==> src/rtl/rtc_hour_pkg.sv <==
package rtc_hour_pkg;

    localparam int BYTE_W   = 8;
    localparam int NIB_W    = 4;
    localparam logic [BYTE_W-1:0] MIDNIGHT_12 = 8'h12;
    localparam logic [BYTE_W-1:0] LAST_24     = 8'h23;
    localparam int PM_BIT   = 5;

    typedef struct packed {
        logic       wk_alm_en;
        logic       dy_alm_en;
        logic       mode24;
        logic [4:0] spare;
    } ctrl_t;

    typedef struct packed {
        logic [BYTE_W-1:0] hour;
        logic              wrap;
    } step_t;

    function automatic logic [BYTE_W-1:0] bcd_inc(input logic [BYTE_W-1:0] v);
        logic [NIB_W-1:0] hi;
        logic [NIB_W-1:0] lo;
        hi = v[BYTE_W-1:NIB_W];
        lo = v[NIB_W-1:0];
        if (lo >= 4'd9) begin
            return {hi + 4'd1, 4'd0};
        end
        return {hi, lo + 4'd1};
    endfunction

    function automatic step_t step_24(input logic [BYTE_W-1:0] h);
        step_t s;
        if (h >= LAST_24) begin
            s.hour = '0;
            s.wrap = 1'b1;
        end else begin
            s.hour = bcd_inc(h);
            s.wrap = 1'b0;
        end
        return s;
    endfunction

    function automatic step_t step_12(input logic [BYTE_W-1:0] h);
        step_t            s;
        logic             pm;
        logic [BYTE_W-1:0] base;
        pm   = h[PM_BIT];
        base = {3'b000, h[4:0]};
        s.wrap = 1'b0;
        if (base == 8'h12) begin
            s.hour = pm ? 8'h21 : 8'h01;
        end else if (base >= 8'h11) begin
            if (pm) begin
                s.hour = MIDNIGHT_12;
                s.wrap = 1'b1;
            end else begin
                s.hour = 8'h32;
            end
        end else begin
            s.hour = bcd_inc(base);
            s.hour[PM_BIT] = pm;
        end
        return s;
    endfunction

endpackage

==> src/rtl/rtc_ctrl_reg.sv <==
module rtc_ctrl_reg
    import rtc_hour_pkg::*;
#(
    parameter int W = BYTE_W
) (
    input  logic         clk,
    input  logic         rst,
    input  logic         we_i,
    input  logic [W-1:0] wdata_i,
    output ctrl_t        ctrl_o
);
    always_ff @(posedge clk) begin
        if (rst) begin
            ctrl_o <= '0;
        end else if (we_i) begin
            ctrl_o <= ctrl_t'(wdata_i);
        end
    end
endmodule

==> src/rtl/rtc_hour_step.sv <==
module rtc_hour_step
    import rtc_hour_pkg::*;
#(
    parameter bit HAS_12H = 1'b1
) (
    input  logic [BYTE_W-1:0] hour_i,
    input  logic              mode24_i,
    output step_t             step_o
);
    generate
        if (HAS_12H) begin : g_dual
            always_comb begin
                step_o = mode24_i ? step_24(hour_i) : step_12(hour_i);
            end
        end else begin : g_24only
            logic unused_mode;
            assign unused_mode = mode24_i;
            always_comb begin
                step_o = step_24(hour_i);
            end
        end
    endgenerate
endmodule

==> src/rtl/rtc_hour_reg.sv <==
module rtc_hour_reg
    import rtc_hour_pkg::*;
#(
    parameter logic [BYTE_W-1:0] RST_HOUR = MIDNIGHT_12
) (
    input  logic              clk,
    input  logic              rst,
    input  logic              adv_i,
    input  logic              we_i,
    input  logic [BYTE_W-1:0] wdata_i,
    input  step_t             step_i,
    output logic [BYTE_W-1:0] hour_o,
    output logic              carry_o
);
    always_ff @(posedge clk) begin
        if (rst) begin
            hour_o  <= RST_HOUR;
            carry_o <= 1'b0;
        end else if (we_i) begin
            hour_o  <= wdata_i;
            carry_o <= 1'b0;
        end else if (adv_i) begin
            hour_o  <= step_i.hour;
            carry_o <= step_i.wrap;
        end else begin
            carry_o <= 1'b0;
        end
    end
endmodule

==> src/rtl/rtc_hour_top.sv <==
module rtc_hour_top
    import rtc_hour_pkg::*;
(
    input  logic       clk,
    input  logic       rst,
    input  logic       adv_i,
    input  logic       hour_we_i,
    input  logic [7:0] hour_wdata_i,
    input  logic       ctrl_we_i,
    input  logic [7:0] ctrl_wdata_i,
    output logic [7:0] hour_o,
    output logic [7:0] ctrl_o,
    output logic       day_carry_o
);
    ctrl_t             ctrl_q;
    step_t             step_w;
    logic [BYTE_W-1:0] hour_q;

    rtc_ctrl_reg #(.W(BYTE_W)) u_ctrl (
        .clk     (clk),
        .rst     (rst),
        .we_i    (ctrl_we_i),
        .wdata_i (ctrl_wdata_i),
        .ctrl_o  (ctrl_q)
    );

    rtc_hour_step #(.HAS_12H(1'b1)) u_step (
        .hour_i   (hour_q),
        .mode24_i (ctrl_q.mode24),
        .step_o   (step_w)
    );

    rtc_hour_reg #(.RST_HOUR(MIDNIGHT_12)) u_hour (
        .clk     (clk),
        .rst     (rst),
        .adv_i   (adv_i),
        .we_i    (hour_we_i),
        .wdata_i (hour_wdata_i),
        .step_i  (step_w),
        .hour_o  (hour_q),
        .carry_o (day_carry_o)
    );

    assign hour_o = hour_q;
    assign ctrl_o = ctrl_q;
endmodule

==> config.mk <==
export PLATFORM = sky130hd
export DESIGN_NAME = rtc_hour_top
export DESIGN_NICKNAME = d
export VERILOG_FILES = /design/src/rtl/rtc_hour_pkg.sv /design/src/rtl/rtc_ctrl_reg.sv /design/src/rtl/rtc_hour_step.sv /design/src/rtl/rtc_hour_reg.sv /design/src/rtl/rtc_hour_top.sv
export SDC_FILE = /design/constraint.sdc
export NUM_CORES = 1
export LEC_CHECK = 0
export ABC_AREA = 1
export BUFFER_PORTS_ARGS = -buffer_cell sky130_fd_sc_hd__buf_4
export CAP_MARGIN = 20
export CORE_MARGIN = 1.5
export CORE_UTILIZATION = 23
export CTS_CLUSTER_DIAMETER = 30
export DETAILED_ROUTE_END_ITERATION = 10
export GPL_TIMING_DRIVEN = 0
export SLEW_MARGIN = 20
export SYNTH_ARGS = -nofsm -noshare
export SYNTH_HDL_FRONTEND = slang
export SYNTH_SLANG_ARGS = --single-unit
==> constraint.sdc <==
create_clock -name clk -period 1.4 [get_ports clk]
set_input_delay 0.28 -clock clk [delete_from_list [all_inputs] [get_ports clk]]
set_output_delay 0.28 -clock clk [all_outputs]
set_load 0.01 [all_outputs]
== Word level (Yosys, flattened, before mapping) ==
Cells that the tools add are included.
Cells by class
  $lt $le $gt $ge: 3
  reductions and logical operators: 7
  bitwise operators: 1
  $add $sub $neg: 3
  equal/unequal tests: 2
  mux-type cells: 19
Operators with widths (number)
  $mux 8: 8
  $mux 9: 2
  $mux 6: 2
  $add 4x1->4 const B: 2
  $ge 8x6->1 const B: 1
  $mux 1: 7
  $reduce_and 3->1: 2
  $eq 5x5->1 const B: 1
  $ge 5x5->1 const B: 1
  $reduce_bool 5->1: 1
  $ge 4x4->1 const B: 1
  $ne 4x2->1 const B: 1
  $reduce_bool 4->1: 1
  $reduce_or 3->1: 1
  $add 1x1->2 const B: 1
  $reduce_and 2->1: 1
  $reduce_bool 2->1: 1
  $not 1->1: 1
Word-level totals
  logic and storage cells: 44
  output and inout bits: 17
  input bits: 21
  bits in registers: 17

== Depth between registers and ports, before layout ==
  depth after elaboration: 10
  mapped depth: 11
  depth with buffers taken out: 11

== Cells and area by module ==
A second synthesis with hierarchy kept.
Unflattened totals
  cells, all modules: 187
  area, all modules: 1177.4 µm²
By module, submodules not included
  rtc_hour_reg: cells each 62, times used 1, area each 442.9 µm², sequential area each 180.2 µm²
  rtc_hour_step: cells each 74, times used 1, area each 392.9 µm², sequential area each 0.0 µm²
  rtc_ctrl_reg: cells each 51, times used 1, area each 341.6 µm², sequential area each 160.2 µm²

== Least setup slack after synthesis ==
OpenSTA, ideal clock, no wires.
  path kind: flip-flop to flip-flop
  start point: reg u_hour.hour_o[0]
  end point: reg u_hour.hour_o[4]
  setup time: 0.122 ns
  path buffers: 0
  arrival: 1.344 ns
  clock period less this slack: 1.466 ns
  stages on the path, launching flop included: 11
  slack: -0.066 ns
  path through: dfxtp_1 inv_1 ha_1 nand2_1 inv_1 a21oi_2 nand3_2 nand2_2 nor2_1 nand2_1 nand3_1
On the way
  longest elaborated chain between the ends: 6
Ends and longest elaborated chain
  start, declared: line rtc_hour_reg.sv:12  | output logic [BYTE_W-1:0] hour_o,
  start signal, assigned: line rtc_hour_reg.sv:20  | hour_o <= wdata_i;
  start signal, assigned: line rtc_hour_reg.sv:23  | hour_o <= step_i.hour;
  $ge 4x4->1 or $ge 5x5->1 (tied branches): line rtc_hour_pkg.sv:26, rtc_hour_pkg.sv:53
  $mux 1 or $mux 8 (tied branches): line rtc_hour_pkg.sv:26, rtc_hour_pkg.sv:53
  $mux 1 or $mux 8 (tied branches): line rtc_hour_pkg.sv:53, rtc_hour_pkg.sv:51
  $mux 1 or $mux 9 (tied branches): line rtc_hour_pkg.sv:51, rtc_hour_step.sv:13
  $reduce_bool 5->1 (no source line) or $mux 8 (tied branches)
  $reduce_and 3->1 (no source line) or $mux 8 (tied branches)
Several ways; a longest one is shown, not always the timed one. The select of a mux whose other input is x is not followed.
A chain may end at the register's enable or synchronous reset.

== Final worst setup path ==
  start point: reg u_hour.hour_o[1]
  end point: reg u_hour.hour_o[4]
Same word-level chain as after synthesis.

==> out/qor.txt <==
SYNTH
------------------------------------------------------------------------------------------
Most repeated cell in the gate-level netlist after synthesis ................ sky130_fd_sc_hd__nand2_1
Mean area per synthesized cell ..............................................     7.10 um2
Parity-gate share of the synthesized area counting xor and xnor cells .......           0%
Simple-gate area share of the yosys netlist .................................        35.3%
Number of synthesis warnings ................................................            0
Total nets after synthesis ..................................................          173
Most frequent cells after synthesis ......................................... sky130_fd_sc_hd__nand2_1 (26), sky130_fd_sc_hd__nor2_1 (24), sky130_fd_sc_hd__dfxtp_1 (17)
Adder and majority cell fraction of the synthesized area ....................        7.24%
Cell type with the highest aggregate area in the netlist .................... sky130_fd_sc_hd__dfxtp_1
Cells taking the most area after synthesis .................................. sky130_fd_sc_hd__dfxtp_1 (33%), sky130_fd_sc_hd__nand2_1 (9.4%), sky130_fd_sc_hd__nor2_1 (8.7%)
Post-synth ARST share .......................................................           0%
Post-synthesis instance area ................................................  0.00104 mm2
Cells after synthesis .......................................................          146
EDFF count, synth ...........................................................            0
Yosys top cell area share ...................................................        32.8%
Mux share of post-synthesis cell area .......................................           0%
Ys flop type ................................................................ sky130_fd_sc_hd__dfxtp_1
Flip-flop and latch count after synthesis ...................................           17
Synth Area in Compound Gates ................................................        17.1%
Sequential fraction of the synthesis area ...................................        32.8%
Yosys cell types ............................................................           25
Combinational family with the most area after synthesis ..................... simple AND/OR/NAND/NOR gates

STA
------------------------------------------------------------------------------------------
Least-Margin Pin Slew .......................................................     0.549 ns
Share of the cycle needed by the critical path after routing ................         100%
Post-route minimum period ...................................................      1.40 ns
Final clock skew ............................................................   0.00834 ns
Number of endpoints failing setup at the final stage ........................            1
Unrepaired setup endpoints after global routing .............................         true
Final setup TNS .............................................................  -0.00378 ns
Highest clock rate ..........................................................      712 MHz
Worst setup slack after layout ..............................................  -0.00378 ns
Worst rel slew slack ........................................................        63.2%
Number of max-slew violations in the final report ...........................            0
Number of failing hold endpoints at the final stage .........................            0

LAYOUT
------------------------------------------------------------------------------------------
Footprint of the multi-input gates ..........................................      711 um2
Fraction of layout instances using a drive strength above 1 .................        46.9%
Antenna diode count .........................................................            0
Final Util ..................................................................        36.4%
Combined flip-flop and latch cell area ......................................      352 um2
Final-stage net count .......................................................          222
Fill cell total of the finished layout ......................................          452
Layout overhead on the synthesized area .....................................        53.0%

PWR
------------------------------------------------------------------------------------------
Total power divided by cell area ............................................   936 mW/mm2
Clk network pwr share .......................................................        26.9%
Leakage power ...............................................................     0.728 nW
Total internal power ........................................................       963 uW
Fraction of power consumed by combinational cells ...........................        34.7%
Post-route total power ......................................................      1.48 mW
Reg power frac ..............................................................        38.4%
IR drop worst, VDD ..........................................................       320 uV
Power spent charging and discharging nets ...................................       522 uW
Switching fraction of total power ...........................................        35.1%

DRT
------------------------------------------------------------------------------------------
DRC violation count after routing ...........................................            0
Average detailed-routed wire length per instance ............................      11.7 um
Via density per instance ....................................................         4.51
Final wirelength ............................................................      2.87 mm
First-pass iteration count of the detailed router ...........................            4
Detailed router's first-iteration violation count ...........................           39
Detailed-route via count ....................................................         1110
Remaining antenna violation count after routing .............................            0

WORST SETUP PATH
------------------------------------------------------------------------------------------
Reg2Reg Depth ...............................................................           10
Crit path kind .............................................................. flop to flop
Worst Path Max Fanout .......................................................            6
Nature of the critical path startpoint ......................................         flop
Kind of end point of the critical path ......................................         flop
Data arrival time of the worst path .........................................      1.55 ns
Data required time at the worst endpoint ....................................      1.55 ns

STATUS
------------------------------------------------------------------------------------------
Run status .................................................................. complete, but fails checks
Violations in the final reports ............................................. setup timing

GRT
------------------------------------------------------------------------------------------
Global router's overall resource usage ......................................        11.4%
Residual overflow from global routing .......................................            0
First-pass GRT wire length ..................................................      4.54 mm
Initial antenna violation count .............................................            0
Maximum number of pins on one net before global-route repair ................           11
Vias in the first global route ..............................................         1027

FLOORPLAN
------------------------------------------------------------------------------------------
Die Outline Area ............................................................  0.00492 mm2
Floorplan die width .........................................................      70.2 um
Area of the core ............................................................  0.00435 mm2
Initial cell density of the core ............................................        23.8%
Number of primary I/O pins ..................................................           38
Chip Height .................................................................      70.2 um
Number of core rows .........................................................           24

CLOCKING
------------------------------------------------------------------------------------------
TritonCTS Sinks .............................................................           17
Clock edge transition at the registers on the reported setup and hold paths .      0.08 ns
Clock tree from TritonCTS ...................................................          yes
Clock latency reported for the late side of the worst-skew pair .............      0.27 ns
Inserted Clock Buffers ......................................................            3
H-Tree Level Count ..........................................................            1
Root Driver ................................................................. sky130_fd_sc_hd__clkbuf_8
Maximum clock path buffer count .............................................            2

WORST HOLD PATH
------------------------------------------------------------------------------------------
Class of the tightest hold or removal check ................................. input port to flop
Hold path depth .............................................................            2

JOB
------------------------------------------------------------------------------------------
Max cap viols ...............................................................            0

PLACED DESIGN
------------------------------------------------------------------------------------------
Count of port buffers added during placement ................................           37
Placer's final routability congestion estimate ..............................        0.845
Detail Placement HPWL .......................................................      2.04 mm

-- registers in the layout, summed over array words and instances, names as in the netlist --
name,cells
u_ctrl.ctrl_o,8
u_hour.hour_o,8
u_hour.carry_o,1
-- placed cells by master (no fill, tap or decap), types with 3 or more instances in the layout --
master and instances:
sky130_fd_sc_hd__inv_1 7, sky130_fd_sc_hd__clkbuf_8 3, sky130_fd_sc_hd__nand2_1 22, sky130_fd_sc_hd__nand2_4 3, sky130_fd_sc_hd__buf_4 45, sky130_fd_sc_hd__a21oi_1 6, sky130_fd_sc_hd__a21oi_2 5, sky130_fd_sc_hd__nand2_2 6
sky130_fd_sc_hd__dfxtp_1 14, sky130_fd_sc_hd__nor2_1 21, sky130_fd_sc_hd__nand3_1 12, sky130_fd_sc_hd__ha_1 3, sky130_fd_sc_hd__o21ai_0 10, sky130_fd_sc_hd__dfxtp_4 3, sky130_fd_sc_hd__nor2_2 4, sky130_fd_sc_hd__inv_2 6
-- stage by stage --
stage	area [um2]	hold slack (ns)	instances	worst slack, ns
floorplan	1040	0.342	146	0.0270
global placement	1380	0.480	235	-0.114
detailed placement	1380	0.486	235	-0.126
CTS	1500	0.216	244	-0.0159
global route	1590	0.229	246	-0.0714
finish	1590	0.214	246	-0.00378
-- power by group through the flow --
| stage | registers [mW] | clock network, mW | logic (mW) |
|---|---|---|---|
| 2_1_floorplan | 0.591 | 0 | 0.241 |
| 3_3_place_gp | 0.583 | 0 | 0.412 |
| 3_5_place_dp | 0.584 | 0 | 0.413 |
| 4_1_cts | 0.572 | 0.404 | 0.453 |
| 5_1_grt | 0.577 | 0.413 | 0.570 |
| 6_report | 0.571 | 0.399 | 0.515 |
-- final cells by class --
cell class / instances / share of cell area (%)
flip-flops and latches: 17 / 22.2
inverters: 16 / 4.10
clock inverters: 1 / 0.315
clock buffers: 3 / 2.60
plain buffers: 3 / 1.10
repair buffers: 44 / 20.8
well taps: 52 / 4.10
multi-input cells: 110 / 44.8
-- cell families (layout without fill, tap and decap cells) --
family	Yosys count	in the layout
AO/OA/AOI/OAI	28	28
adder cells (fa/ha/maj)	6	6
buffers and inverters	19	67
flip-flops	17	17
AND/OR/NAND/NOR	76	76
-- worst paths after layout --
check | slack, ns | startpoint | end
max | -0.004 | u_hour.hour_o[1] | u_hour.hour_o[4]
min | 0.21 | rst | u_hour.hour_o[2]
max reg2reg | -0.004 | u_hour.hour_o[1] | u_hour.hour_o[4]
min reg2reg | 0.49 | u_hour.hour_o[6] | u_hour.hour_o[6]
-- critical path, cell delays in order, from the launching register on --
cell	delay (ns)
sky130_fd_sc_hd__dfxtp_4	0.39
sky130_fd_sc_hd__inv_2	0.06
sky130_fd_sc_hd__ha_4	0.15
sky130_fd_sc_hd__inv_4	0.06
sky130_fd_sc_hd__nand3_2	0.09
sky130_fd_sc_hd__nand2_4	0.11
sky130_fd_sc_hd__nand4_4	0.13
sky130_fd_sc_hd__nand2_4	0.12
sky130_fd_sc_hd__nor2_2	0.04
sky130_fd_sc_hd__nand2_1	0.08
sky130_fd_sc_hd__nand3_1	0.06
-- timing repair --
item,CTS,global route
pin swaps,5,8
endpoints found under the setup margin,8,9
resized for setup,11,20
setup buffers,5,2
hold buffers,0,0
hold endpoints to repair,0,0
-- metal layers --
layer	share of wire, %	GRT usage, %	vias up
li1	-	-	574
met1	45	14.7	513
met2	50	18.8	18
met3	2.6	1.73	5
met4	2.2	5.13	0
met5	0	0	-
(Power assumes the default switching activity.)
